### config.mk
export PLATFORM = sky130hd
export DESIGN_NAME = uart_irq_dma_ctl
export DESIGN_NICKNAME = d
export VERILOG_FILES = /design/src/rtl/uirq_pkg.sv /design/src/rtl/uirq_enable_reg.sv /design/src/rtl/uirq_irq_combine.sv /design/src/rtl/uirq_rxdma_req.sv /design/src/rtl/uart_irq_dma_ctl.sv
export SDC_FILE = /design/constraint.sdc
export NUM_CORES = 1
export LEC_CHECK = 0
export CAP_MARGIN = 20
export CORE_AREA = 4 4 41 43
export DETAILED_ROUTE_END_ITERATION = 12
export DIE_AREA = 0 0 45 47
export HOLD_SLACK_MARGIN = 0.05
export PLACE_DENSITY_LB_ADDON = 0.2
export SYNTH_ARGS = -nofsm -noshare
export SYNTH_HDL_FRONTEND = slang
export SYNTH_SLANG_ARGS = --single-unit
### constraint.sdc
create_clock -name clk -period 1.7 [get_ports clk]
set_input_delay 0.425 -clock clk [delete_from_list [all_inputs] [get_ports clk]]
set_output_delay 0.425 -clock clk [all_outputs]
set_load 0.02 [all_outputs]
### src/rtl/uirq_pkg.sv
// Package: shared constants for the UART interrupt/DMA request controller.
// Assumes an 8-bit enable register; bit positions are fixed because the
// combining logic decodes them.
package uirq_pkg;
    localparam int CTRL_W     = 8;
    localparam int EN_RX_IRQ  = 0;
    localparam int EN_RX_DMA  = 1;
    localparam int EN_TX_IRQ  = 2;
    localparam int EN_ZC_IRQ  = 3;
    localparam int N_SRC      = 3;
    localparam int SRC_RX     = 0;
    localparam int SRC_TX     = 1;
    localparam int SRC_ZC     = 2;
endpackage

### src/rtl/uirq_enable_reg.sv
// Module: enable register. It stores every written bit and presents the
// stored value continuously. Assumes one write port, no byte lanes.
module uirq_enable_reg #(
    parameter int W = uirq_pkg::CTRL_W
) (
    input  logic         clk,
    input  logic         rst_n,
    input  logic         wr_en,
    input  logic [W-1:0] wr_data,
    output logic [W-1:0] en_q
);
    // Capture written value; clear on reset.
    always_ff @(posedge clk) begin
        if (!rst_n)     en_q <= '0;
        else if (wr_en) en_q <= wr_data;
    end
endmodule

### src/rtl/uirq_irq_combine.sv
// Module: interrupt combiner. It qualifies each status source with its
// enable and, where DMA is active, with end of process, then registers
// the OR. Assumes the status inputs are synchronous to clk.
module uirq_irq_combine #(
    parameter int NS = uirq_pkg::N_SRC
) (
    input  logic          clk,
    input  logic          rst_n,
    input  logic [NS-1:0] src,
    input  logic [NS-1:0] src_en,
    input  logic [NS-1:0] src_dma,
    input  logic          dma_eop,
    output logic          irq
);
    logic [NS-1:0] qual;

    // Per-source qualification: enable, plus end of process when in DMA.
    for (genvar i = 0; i < NS; i++) begin : g_qual
        always_comb qual[i] = src[i] & src_en[i] & (~src_dma[i] | dma_eop);
    end

    // Register the combined request.
    always_ff @(posedge clk) begin
        if (!rst_n) irq <= 1'b0;
        else        irq <= |qual;
    end
endmodule

### src/rtl/uirq_rxdma_req.sv
// Module: receive DMA request tracker. It raises a request for a waiting
// character and drops it on acknowledge. It does not re-raise the request
// until the character-available level has gone low once.
module uirq_rxdma_req (
    input  logic clk,
    input  logic rst_n,
    input  logic dma_en,
    input  logic rx_avail,
    input  logic dma_ack,
    output logic req
);
    logic served_q;
    logic take;

    // Acknowledge counts only while a request is outstanding.
    always_comb take = dma_ack & req;

    // Remember that the current character was already taken by DMA.
    always_ff @(posedge clk) begin
        if (!rst_n)        served_q <= 1'b0;
        else if (take)     served_q <= 1'b1;
        else if (!rx_avail) served_q <= 1'b0;
    end

    // Request level: enabled, character waiting, not yet served.
    always_ff @(posedge clk) begin
        if (!rst_n) req <= 1'b0;
        else        req <= dma_en & rx_avail & ~served_q & ~take;
    end
endmodule

### src/rtl/uart_irq_dma_ctl.sv
// Module: top of the UART interrupt/DMA request controller. It ties the
// enable register to the interrupt combiner and the receive DMA tracker.
// Assumes synchronous status inputs and a single-cycle write strobe.
module uart_irq_dma_ctl
    import uirq_pkg::*;
(
    input  logic              clk,
    input  logic              rst_n,
    input  logic              wr_en,
    input  logic [CTRL_W-1:0] wr_data,
    input  logic              rx_avail,
    input  logic              tx_empty,
    input  logic              zero_count,
    input  logic              dma_eop,
    input  logic              tx_dma_mode,
    input  logic              dma_ack,
    output logic              irq,
    output logic              rx_dma_req,
    output logic [CTRL_W-1:0] rd_data
);
    logic [CTRL_W-1:0] en_q;
    logic [N_SRC-1:0]  src, src_en, src_dma;

    uirq_enable_reg #(.W(CTRL_W)) u_en (
        .clk(clk), .rst_n(rst_n), .wr_en(wr_en), .wr_data(wr_data), .en_q(en_q)
    );

    // Map status, enables and DMA gating onto the source vector.
    always_comb begin
        src[SRC_RX]     = rx_avail;
        src[SRC_TX]     = tx_empty;
        src[SRC_ZC]     = zero_count;
        src_en[SRC_RX]  = en_q[EN_RX_IRQ];
        src_en[SRC_TX]  = en_q[EN_TX_IRQ];
        src_en[SRC_ZC]  = en_q[EN_ZC_IRQ];
        src_dma[SRC_RX] = en_q[EN_RX_DMA];
        src_dma[SRC_TX] = tx_dma_mode;
        src_dma[SRC_ZC] = 1'b0;
    end

    uirq_irq_combine #(.NS(N_SRC)) u_irq (
        .clk(clk), .rst_n(rst_n), .src(src), .src_en(src_en),
        .src_dma(src_dma), .dma_eop(dma_eop), .irq(irq)
    );

    uirq_rxdma_req u_rxdma (
        .clk(clk), .rst_n(rst_n), .dma_en(en_q[EN_RX_DMA]),
        .rx_avail(rx_avail), .dma_ack(dma_ack), .req(rx_dma_req)
    );

    // Readback of the stored enables.
    always_comb rd_data = en_q;
endmodule

### Yosys cells after proc, flatten, opt, wreduce, memory -nomap -nowiden

Index checks and enable logic that the tools add are counted.

| storage, ports and cells | value |
|---|---|
| register bits | 11 |
| latch bits | 0 |
| RAM bits | 0 |
| ROM bits | 0 |
| input port bits | 17 |
| output and inout port bits | 10 |
| memories | 0 |

| cells by class | value |
|---|---|
| add/sub/neg operators | 0 |
| $mul | 0 |
| div/mod/pow operators | 0 |
| order comparisons | 0 |
| equal/unequal tests | 1 |
| shift-type cells | 0 |
| multiplexer cells | 2 |
| bitwise operators | 15 |
| reduce and logical (&&, ||, !) cells | 1 |

Operators by type and width:

| kind | count |
|---|---|
| 1-bit bitwise AND | 9 |
| 1-bit NOT | 4 |
| 3-bit OR reduction | 1 |
| 1-bit 2-to-1 mux | 2 |
| 2-bit by 1-bit != test with 1-bit output (second input constant) | 1 |
| 1-bit OR | 2 |

### Longest topological paths before layout

| depth | value |
|---|---|
| depth in word-level cells | 4 |
| mapped depth | 3 |
| mapped depth without buffers | 3 |

### Cells and area by module

A second synthesis with hierarchy kept.

| second synthesis, totals | value |
|---|---|
| cells, all modules | 41 |
| area total of the unflattened synthesis | 439.2 µm² |

Modules (own cells, without submodules):

| module | times used | cells each | area an instance (µm²) | seq. area each (µm²) |
|---|---|---|---|---|
| uirq_enable_reg | 1 | 25 | 301.5 | 160.2 |
| uirq_rxdma_req | 1 | 6 | 71.3 | 40.0 |
| uirq_irq_combine | 1 | 9 | 62.6 | 20.0 |
| uart_irq_dma_ctl | 1 | 1 | 3.8 | 0.0 |

### Least setup slack after synthesis

OpenSTA, ideal clock, no wires.

| path | value |
|---|---|
| kind | input to register |
| start point | in dma_eop |
| end point | reg u_irq.irq |
| library setup time | 0.126 ns |
| arrival | 0.789 ns |
| path slack | 0.784 ns |
| stages on the path | 3 |
| buffers on the path | 0 |
| cell sequence | nand2b_1 a32oi_1 a21boi_0 |

| between the ends | value |
|---|---|
| cells in the longest elaborated chain, start to end | 3 |
| elaborated cells between the ends (all ways) | 5 |

Ends and longest elaborated chain:

| what | line | RTL |
|---|---|---|
| from (decl) | uart_irq_dma_ctl.sv:14 | `input logic dma_eop,` |
| 1-bit OR | uirq_irq_combine.sv:19 | `always_comb qual[i] = src[i] & src_en[i] & (~src_dma[i] \| dma_eop);` |
| 1-bit bitwise AND | uirq_irq_combine.sv:19 |  |
| 3-bit OR reduction (*) | uirq_irq_combine.sv:25 | `else irq <= \|qual;` |
| to (signal assigned) | uirq_irq_combine.sv:25 |  |
| to (decl) | uirq_irq_combine.sv:13 | `output logic irq` |

Every way passes the cells marked *; elsewhere a longest branch is shown, timed or not.
A chain may end at the register's enable or synchronous reset.

### Worst setup path in the final report

| path | value |
|---|---|
| start point | reg u_en.en_q[3] |
| end point | out rd_data[3] |

RTL lines:

| what | line | RTL |
|---|---|---|
| from (decl) | uirq_enable_reg.sv:10 | `output logic [W-1:0] en_q` |
| from (signal assigned) | uirq_enable_reg.sv:15 | `else if (wr_en) en_q <= wr_data;` |
| to (decl) | uart_irq_dma_ctl.sv:19 | `output logic [CTRL_W-1:0] rd_data` |

No word-level cell between the ends.

==> results.cfg <==
[routing]
vias = 372
remaining_drc_errors = 0
antenna_left = 0
vias_per_cell = 4.537
wl_per_cell_um = 11.85
dr.first_iter.drc_count = 4
firstDrtPassIters = 3
routed_wl_um = 972

[global_routing]
grt_max_degree = 12
met2_usage_pct = 16.10
grt_overflow_total = 0
grt_pass1_vias = 358
grt_pass1_wl_mm = 1.545
grt_use_met1_pct = 12.90
met3_usage_pct = 2.682
antenna_found_initial = 0
busiest_layer = met2
track_usage_pct = 10.24

[cts]
cts_made_buffers = 3
insertion_delay_ns = 0.26
cts.htree.levels = 1
clockRootBuffer = clkbuf_4
clock_sinks = 11
clockBufferDepth = 2
cts_tree = built
clk_pin_slew_ns = 0.07
ctsHoldBuffers = 0

[sta]
finalSetupViolCount = 0
holdWs_ns = 0.4533
slew_headroom_pct = 79.46
finalMaxSlewViolations = 0
rsz0062_at_grt = no
fmax_mhz = 607.0
skew_ns = 0.001270
period_share_pct = 96.91
tightestPinTransition_ns = 0.3071
fin_setup_tns_ns = 0
min_period_ns = 1.648
hold_viol_final = 0

[synthesis]
synth_top_area_share_pct = 50.57
synth_seq_area_share_pct = 50.57
synth_area_sq_um = 435.4
synthMuxAreaShare_pct = 18.39
ys_top_cells_by_count = 11 x dfxtp_1, 9 x nor2b_1, 8 x mux2i_1
synthDistinctLibCells = 14
synth_edf_count = 0
synth_top_family_by_area = multiplexers
synth_compound_area_share_pct = 8.333
yosysMostFrequentCell = dfxtp_1
synth-seq-cells = 11
syn_nets = 56
ys.flop_type = dfxtp_1
postSynthAreaPerCell_sq_um = 11.16
synthAdderAreaFrac_pct = 0
async_flop_share_pct = 0
synth-simple-area-share_pct = 16.38
yosys.area.top_type = dfxtp_1
synth.area.top_cells = dfxtp_1 51%, mux2i_1 18%, nor2b_1 13%
syn_inst = 39
ys_warn_count = 0
synth_xor_area_share_pct = 0

[critical_path]
worstPathCellList = clkdlybuf4s50_1
critPathTopFamily = buffers and inverters
critical_path_class = reg2out
critical_path.endpoint_type = primary output
crit_path_max_incr_delay_ns = 0.61
startpoint_type = flop
critPathSlowestCell = clkdlybuf4s50_1
worstPathRequired_ns = 1.27
crit_buf_inv = 1
crit_arrival_ns = 1.22
crit_fanout = 3

[status]
outcome = complete, no violations

[floorplan]
initial_core_util_pct = 33.46
fp.dieW_um = 45
rows = 13
die-area_sq_um = 2115
coreArea_sq_um = 1301
ios = 27
fp.dieH_um = 47

[finish]
fin_area_sq_um = 730.7
drive_above_1_share_pct = 5.970
final_util_pct = 56.15
syn2layout_area_growth_pct = 67.82
final_nets = 85
fin_cells = 82
diodes = 0
fill_cells = 136

[placement]
place_congestion = 0.6242
dpl.cell_count = 78
placed_area_sq_um = 698.2
portBuffers = 26

[pwr]
ir_drop_uv = 492.1
powerDensity_nw_per_um2 = 768.6
p_leak_uw = 0.0003379

[job]
maxCapViolations = 0

[worst_hold_path]
hold_path.class = reg2reg
[report_power, final]
group | switching [uW] | internal, uW
combinational | 41.9 | 69.6
sequential | 7.85 | 271
clock | 80.5 | 90.6
[per-stage QoR]
stage | worst slack, ns | total power (uW)
after global placement | 0.2569 | 398.5
after detailed placement | 0.2473 | 399.3
after CTS | 0.02038 | 574.7
after global routing | 0.01116 | 596.1
final | 0.05250 | 561.6
after floorplan | 0.7842 | 333.4
[sequential cells by signal (all words and copies together) (netlist names)]
name              cells
u_en.en_q             8
u_irq.irq             1
u_rxdma.req           1
u_rxdma.served_q      1
[per-layer routing]
layer	share of wire, %	wire [um]
met1	43	421
met2	46	447
met3	10	97
met4	0.62	6
met5	0	0
[final cells by class]
cell class                 count  area (sq um)  area share, %
multi-input combinational     24         187.7          25.68
tap                           15         18.77          2.568
timing repair buffer          27         274.0          37.50
inverter                       1         3.754         0.5137
sequential                    11         220.2          30.14
clock buffer                   4         26.28          3.596
[cells by family (layout without fill, tap and decap cells)]
group                  count (synthesis)  count (layout)
AO/OA/AOI/OAI                          5               5
buffers and inverters                  4              32
flip-flops                            11              11
multiplexers                           8               8
AND/OR/NAND/NOR                       11              11
[layout by cell type (no fill, tap or decap), types with 3 or more instances in the layout]
master and count:
clkdlybuf4s50_1 22, clkbuf_4 3, mux2i_1 8, dlymetal6s2s_1 3, dfxtp_1 11, nor2b_1 9
[final timing paths]
check,from,endpoint,slack (ns),cells after the start
worst max-delay path,u_en.en_q[3],rd_data[3],0.05,1
worst min-delay path,u_rxdma.req,u_rxdma.req,0.45,1
worst max register to register,u_en.en_q[1],u_irq.irq,0.86,3
worst min register to register,u_rxdma.req,u_rxdma.req,0.45,1
[repair_timing]
action                                  in CTS  in global routing
resized for setup                            1                  3
buffers inserted                             0                  0
endpoints found under the setup margin       1                  3
Power figures use the tool's default switching activity.
